$ cat src/rtl/pfl_pkg.sv
package pfl_pkg;
  typedef enum logic [1:0] {
    RD_IDLE   = 2'd0,
    RD_PEEK   = 2'd1,
    RD_CLEAR  = 2'd2,
    RD_OTHER  = 2'd3
  } rd_kind_e;
endpackage

$ cat src/rtl/pfl_ovc_timer.sv
module pfl_ovc_timer #(
  parameter int OVLD_CYC = 2000,
  parameter int LIM_CYC  = 3000,
  parameter int CNT_W    = 12
) (
  input  logic clk,
  input  logic rst,
  input  logic ovld_i,
  input  logic cut_en_i,
  input  logic clr_i,
  output logic fire_o,
  output logic trip_o
);
  localparam int HALF_CYC = LIM_CYC / 2;
  localparam logic [CNT_W-1:0] OVLD_L = CNT_W'(OVLD_CYC);
  localparam logic [CNT_W-1:0] HALF_L = CNT_W'(HALF_CYC);

  logic [CNT_W-1:0] cnt_q;
  logic [CNT_W-1:0] lim;
  logic             trip_q;

  always_comb begin
    lim    = cut_en_i ? OVLD_L : HALF_L;
    fire_o = ovld_i && (cnt_q == lim - CNT_W'(1));
  end

  always_ff @(posedge clk) begin
    if (rst) begin
      cnt_q  <= '0;
      trip_q <= 1'b0;
    end else begin
      trip_q <= fire_o && cut_en_i;
      if (!ovld_i)
        cnt_q <= '0;
      else if (clr_i && !cut_en_i)
        cnt_q <= '0;
      else if (cnt_q < lim)
        cnt_q <= cnt_q + CNT_W'(1);
    end
  end

  assign trip_o = trip_q;


  cnt_zero_chk: assert property (@(posedge clk) disable iff (rst)
    !ovld_i |=> (cnt_q == '0));


  clr_restart_chk: assert property (@(posedge clk) disable iff (rst)
    (clr_i && !cut_en_i) |=> (cnt_q == '0));


  no_trip_chk: assert property (@(posedge clk) disable iff (rst)
    trip_o |-> $past(cut_en_i));
endmodule

$ cat src/rtl/pfl_flag_bank.sv
module pfl_flag_bank #(
  parameter int NUM_PORTS = 4,
  localparam int DATA_W   = 2 * NUM_PORTS
) (
  input  logic                 clk,
  input  logic                 rst,
  input  logic [NUM_PORTS-1:0] disc_i,
  input  logic [NUM_PORTS-1:0] ovc_i,
  input  logic [NUM_PORTS-1:0] off_i,
  input  logic                 clr_i,
  output logic [DATA_W-1:0]    flags_o,
  output logic                 irq_o
);
  logic [DATA_W-1:0] flags_q;
  logic [DATA_W-1:0] flags_d;
  logic              irq_q;

  always_comb begin
    flags_d = clr_i ? '0 : flags_q;
    flags_d = flags_d | {disc_i, ovc_i};
    flags_d = flags_d & ~{off_i, off_i};
  end

  always_ff @(posedge clk) begin
    if (rst) begin
      flags_q <= '0;
      irq_q   <= 1'b0;
    end else begin
      flags_q <= flags_d;
      irq_q   <= |flags_d;
    end
  end

  assign flags_o = flags_q;
  assign irq_o   = irq_q;


  off_clear_chk: assert property (@(posedge clk) disable iff (rst)
    (|off_i) |=> ((flags_q & {$past(off_i), $past(off_i)}) == '0));


  sticky_chk: assert property (@(posedge clk) disable iff (rst)
    (!clr_i && off_i == '0) |=> ((flags_q & $past(flags_q)) == $past(flags_q)));


  evt_wins_chk: assert property (@(posedge clk) disable iff (rst)
    (clr_i && off_i == '0) |=> (flags_q == $past({disc_i, ovc_i})));


  irq_match_chk: assert property (@(posedge clk) disable iff (rst)
    irq_o == (|flags_q));
endmodule

$ cat src/rtl/pfl_rd_port.sv
module pfl_rd_port
  import pfl_pkg::*;
#(
  parameter int ADDR_W = 8,
  parameter int DATA_W = 8,
  parameter logic [ADDR_W-1:0] PEEK_ADDR  = 8'h06,
  parameter logic [ADDR_W-1:0] CLEAR_ADDR = 8'h07
) (
  input  logic              clk,
  input  logic              rst,
  input  logic              rd_en_i,
  input  logic [ADDR_W-1:0] rd_addr_i,
  input  logic [DATA_W-1:0] flags_i,
  output logic [DATA_W-1:0] rd_data_o,
  output logic              clr_o
);
  rd_kind_e          kind;
  logic [DATA_W-1:0] rd_q;

  always_comb begin
    if (!rd_en_i)                    kind = RD_IDLE;
    else if (rd_addr_i == PEEK_ADDR)  kind = RD_PEEK;
    else if (rd_addr_i == CLEAR_ADDR) kind = RD_CLEAR;
    else                              kind = RD_OTHER;
    clr_o = (kind == RD_CLEAR);
  end

  always_ff @(posedge clk) begin
    if (rst) begin
      rd_q <= '0;
    end else begin
      case (kind)
        RD_PEEK, RD_CLEAR: rd_q <= flags_i;
        RD_OTHER:          rd_q <= '0;
        default:           rd_q <= rd_q;
      endcase
    end
  end

  assign rd_data_o = rd_q;


  rd_data_chk: assert property (@(posedge clk) disable iff (rst)
    (rd_en_i && (rd_addr_i == PEEK_ADDR || rd_addr_i == CLEAR_ADDR))
      |=> (rd_data_o == $past(flags_i)));


  unmapped_chk: assert property (@(posedge clk) disable iff (rst)
    (rd_en_i && rd_addr_i != PEEK_ADDR && rd_addr_i != CLEAR_ADDR)
      |=> (rd_data_o == '0));
endmodule

$ cat src/rtl/port_fault_latch.sv
module port_fault_latch #(
  parameter int NUM_PORTS = 4,
  parameter int ADDR_W    = 8,
  parameter int OVLD_CYC  = 2000,
  parameter int LIM_CYC   = 3000,
  parameter logic [ADDR_W-1:0] PEEK_ADDR  = 8'h06,
  parameter logic [ADDR_W-1:0] CLEAR_ADDR = 8'h07,
  localparam int DATA_W   = 2 * NUM_PORTS
) (
  input  logic                 clk,
  input  logic                 rst,
  input  logic                 rd_en,
  input  logic [ADDR_W-1:0]    rd_addr,
  output logic [DATA_W-1:0]    rd_data,
  output logic                 irq,
  input  logic [NUM_PORTS-1:0] disc_evt,
  input  logic [NUM_PORTS-1:0] ovld,
  input  logic [NUM_PORTS-1:0] cut_en,
  input  logic [NUM_PORTS-1:0] port_off,
  output logic [NUM_PORTS-1:0] ovc_trip
);
  localparam int HALF_CYC = LIM_CYC / 2;
  localparam int MAX_CYC  = (OVLD_CYC > HALF_CYC) ? OVLD_CYC : HALF_CYC;
  localparam int CNT_W    = $clog2(MAX_CYC + 1);

  logic [NUM_PORTS-1:0] ovc_fire;
  logic [DATA_W-1:0]    flags;
  logic                 clr_rd;

  for (genvar p = 0; p < NUM_PORTS; p++) begin : g_port
    pfl_ovc_timer #(
      .OVLD_CYC (OVLD_CYC),
      .LIM_CYC  (LIM_CYC),
      .CNT_W    (CNT_W)
    ) u_timer (
      .clk      (clk),
      .rst      (rst),
      .ovld_i   (ovld[p]),
      .cut_en_i (cut_en[p]),
      .clr_i    (clr_rd),
      .fire_o   (ovc_fire[p]),
      .trip_o   (ovc_trip[p])
    );
  end

  pfl_flag_bank #(
    .NUM_PORTS (NUM_PORTS)
  ) u_bank (
    .clk     (clk),
    .rst     (rst),
    .disc_i  (disc_evt),
    .ovc_i   (ovc_fire),
    .off_i   (port_off),
    .clr_i   (clr_rd),
    .flags_o (flags),
    .irq_o   (irq)
  );

  pfl_rd_port #(
    .ADDR_W     (ADDR_W),
    .DATA_W     (DATA_W),
    .PEEK_ADDR  (PEEK_ADDR),
    .CLEAR_ADDR (CLEAR_ADDR)
  ) u_rd (
    .clk       (clk),
    .rst       (rst),
    .rd_en_i   (rd_en),
    .rd_addr_i (rd_addr),
    .flags_i   (flags),
    .rd_data_o (rd_data),
    .clr_o     (clr_rd)
  );


  trip_reset_chk: assert property (@(posedge clk)
    rst |=> (ovc_trip == '0 && irq == 1'b0 && rd_data == '0));
endmodule

$ cat config.mk
export PLATFORM = sky130hd
export DESIGN_NAME = port_fault_latch
export DESIGN_NICKNAME = d
export VERILOG_FILES = /design/src/rtl/pfl_pkg.sv /design/src/rtl/pfl_ovc_timer.sv /design/src/rtl/pfl_flag_bank.sv /design/src/rtl/pfl_rd_port.sv /design/src/rtl/port_fault_latch.sv
export SDC_FILE = /design/constraint.sdc
export NUM_CORES = 1
export LEC_CHECK = 0
export BUFFER_PORTS_ARGS = -buffer_cell sky130_fd_sc_hd__buf_2
export CAP_MARGIN = 20
export CELL_PAD_IN_SITES_DETAIL_PLACEMENT = 0
export CELL_PAD_IN_SITES_GLOBAL_PLACEMENT = 1
export CORE_MARGIN = 2
export CORE_UTILIZATION = 40
export DETAILED_ROUTE_END_ITERATION = 12
export PLACE_DENSITY = 0.7
export SLEW_MARGIN = 10
export SYNTH_ARGS = -nofsm -noshare
export SYNTH_HDL_FRONTEND = slang
export SYNTH_SLANG_ARGS = --single-unit
$ cat constraint.sdc
create_clock -name clk -period 3.3 [get_ports clk]
set_input_delay 0.165 -clock clk [delete_from_list [all_inputs] [get_ports clk]]
set_output_delay 0.165 -clock clk [all_outputs]
set_load 0.02 [all_outputs]
==> results.json <==
{
  "status": "finished clean",
  "final_nets": 473,
  "grt_pass1_wl_um": 12000,
  "pre_cts_slack_ps": 883.2,
  "tritoncts": "done",
  "cts_max_level": 3,
  "root_buffer": "clkbuf_8",
  "wl_per_cell_um": 12.84,
  "clock_skew_ps": 9.257,
  "grt_pass1_vias": 2649,
  "die-area_sq_um": 8929,
  "vdd_drop_max_mv": 0.1817,
  "drc": 0,
  "startpoint_type": "flip-flop",
  "use_met2_pct": 26.07,
  "worst_pin_slew_ps": 626.1,
  "cp-end-kind": "flip-flop",
  "insertion_delay_ps": 340,
  "synth_area_leaders": "dfxtp_1 (40%), ha_1 (6.1%), xnor2_1 (5.6%), a21oi_1 (5.2%), nor2_1 (5.0%)",
  "antenna_left": 0,
  "critPathMaxFanout": 9,
  "finalSetupTns_ps": 0,
  "use_met3_pct": 3.272,
  "portBuffers": 39,
  "p_leak_nw": 1.409,
  "fp.dieH_um": 94.50,
  "overflow": 0,
  "netlist-cell-type-count": 48,
  "drt_iter0_drc": 113,
  "crit_slowest_cell": "nor2_1",
  "synth_area_leader_cell": "dfxtp_1",
  "synth_edf_count": 0,
  "n_fill_cell": 867,
  "cts_setup_buffers": 0,
  "wl_um": 6935,
  "hold_viol": 0,
  "pin_count": 40,
  "rrSetupSlack_ps": 1090,
  "required_ps": 3520,
  "ys_ff_latch": 65,
  "clock_path_buffers": 2,
  "slew_viol_final": 0,
  "fmax_mhz": 452.4,
  "holdBufCountCts": 0,
  "critPathArrivalTime_ps": 2430,
  "vias": 2777,
  "path_cells": "ha_1, nor2b_1, o21ai_0, a21oi_1, nor2_1, nand2_1, mux2_2",
  "cts_buffers": 9,
  "synth_area_sq_um": 3276,
  "track_usage_pct": 16.96,
  "rsz0062_at_grt": "false",
  "p_per_area_nw_per_um2": 423.1,
  "area_growth_pct": 14.32,
  "drive_gt1_share_pct": 14.71,
  "drt-pass1-iter-count": 4,
  "clkTransAtPathRegs_ps": 70,
  "ys.flop_type": "dfxtp_1",
  "ctsResizeCount": 0,
  "finalWorstSetupSlack_ps": 1090,
  "period_minus_slack_ps": 2210,
  "syn_inst": 391,
  "synth_top_area_share_pct": 39.72,
  "async_flop_share_pct": 0,
  "min_path_type": "input port to flip-flop",
  "critPathMaxStageDelay_ps": 530,
  "setup_violations": 0,
  "fin_crit_sh_pct": 66.98,
  "final_area_sq_um": 3745,
  "ys_seq_area_share_pct": 39.72,
  "hpwl_um": 5103,
  "grt_start_max_net_pins": 23,
  "num_rows": 33,
  "dpl-instance-area_sq_um": 3537,
  "initial_utilization_pct": 40.48,
  "synth.avg_cell_area_sq_um": 8.378,
  "gp_congestion": 0.8149,
  "num_antenna_cells": 0,
  "core_area_sq_um": 8093,
  "antenna_found_initial": 0,
  "synth_nets": 434,
  "top_usage_layer": "met2",
  "crit_type": "flip-flop to flip-flop",
  "max_slew_margin_pct": 57.82,
  "die_x_um": 94.50,
  "use_met1_pct": 23.09,
  "cap_violations": 0,
  "yosysWarnings": 0,
  "vias_per_cell": 5.143,
  "clock-sinks": 65
}
cells in the mapped netlist (2+ instances only):
master and n:
dfxtp_1 65, nor2_1 44, a21oi_1 34, nand2_1 26, inv_1 22, xnor2_1 21, nor3_1 17, ha_1 16
o21ai_0 16, nand3_1 15, nor2b_1 13, nand4_1 12, and3_1 8, or3_1 7, a211oi_1 6, xor2_1 5
and2_1 4, buf_2 4, buf_4 4, o21a_1 4, and4_1 3, nand2b_1 3, nor3b_1 3, nor4_1 3
o211ai_1 3, or4_1 3, a211o_1 2, a21o_1 2, a31o_2 2, buf_1 2, buf_6 2, clkbuf_1 2
mux2i_1 2, o211ai_2 2
registers in the layout (all words and copies together) (netlist names):
| register | cells |
|---|---|
| u_bank.flags_o | 8 |
| g_port.u_timer.cnt_q | 44 |
| g_port.u_timer.trip_o | 4 |
| u_rd.rd_data_o | 8 |
| u_bank.irq_o | 1 |
kinds of logic after synthesis:
logic type               count (synthesis)  share of synthesized area, %
flip-flops                              65                         39.73
adder cells (fa/ha/maj)                 16                         6.111
AO/OA/AOI/OAI                           78                         14.59
buffers and inverters                   36                         5.195
multiplexers                             3                        0.9549
AND/OR/NAND/NOR                        167                         26.47
XOR/XNOR                                26                         6.952
metal layers:
layer	up-vias	share of wire (%)
met5	-	0
met1	1252	50
met3	10	5.3
li1	1454	-
met2	61	43
met4	0	1.7
final timing paths:
check,depth (start not counted),from,to
worst max-delay path,7,g_port[3].u_timer.cnt_q[3]$_SDFFE_PP0N_,g_port[3].u_timer.cnt_q[9]$_SDFFE_PP0N_
worst min-delay path,2,port_off[2],u_bank.flags_o[6]$_SDFF_PP0_
worst max register to register,7,g_port[3].u_timer.cnt_q[3]$_SDFFE_PP0N_,g_port[3].u_timer.cnt_q[9]$_SDFFE_PP0N_
worst min register to register,2,g_port[0].u_timer.cnt_q[1]$_SDFFE_PP0N_,g_port[0].u_timer.cnt_q[1]$_SDFFE_PP0N_
critical path: cells and delay by family (launching register included):
kind                       cells  cell delay (ps)
AOI/OAI and AO/OA              2              340
muxes                          1              300
DFF                            1              400
and+or+nand+nor                3              810
adders and majority gates      1              250
placed cells by master, fill, tap and decap left out, drive strengths merged, types with 6 or more instances in the layout:
cell type	instances
clkbuf	14
a21oi	35
and3	8
buf	42
or3	7
nand4	12
o21ai	18
inv	22
nor3	17
nand2	26
xnor2	21
a211oi	6
nor2	44
nand3	15
ha	16
nor2b	13
dfxtp	65
per-stage QoR:
stage	instances	util [%]	hold WS (ps)	total power [mW]
5_1_grt	540	46.27	32.08	1.656
6_report	540	46.27	28.23	1.584
2_1_floorplan	391	-	243.5	0.8620
3_5_place_dp	524	43.71	369.9	0.9003
4_1_cts	540	46.27	13.71	1.607
3_3_place_gp	524	43.71	368.2	0.8991
power breakdown:
part / switching, mW / internal, mW
combinational: 0.0481 / 0.0343
clock: 0.292 / 0.411
sequential: 0.00612 / 0.793
total: 0.347 / 1.24
final cells by class:
cell class,count,area (sq um),area share (%)
Inverter,22,82.58,2.205
Tap cell,105,131.4,3.508
Clock buffer,14,172.7,4.611
Sequential cell,65,1301,34.75
Clock inverter,2,35.03,0.9355
Timing Repair Buffer,42,217.7,5.814
Multi-Input combinational cell,290,1804,48.18
No activity file was read; power rests on OpenSTA's default activity.
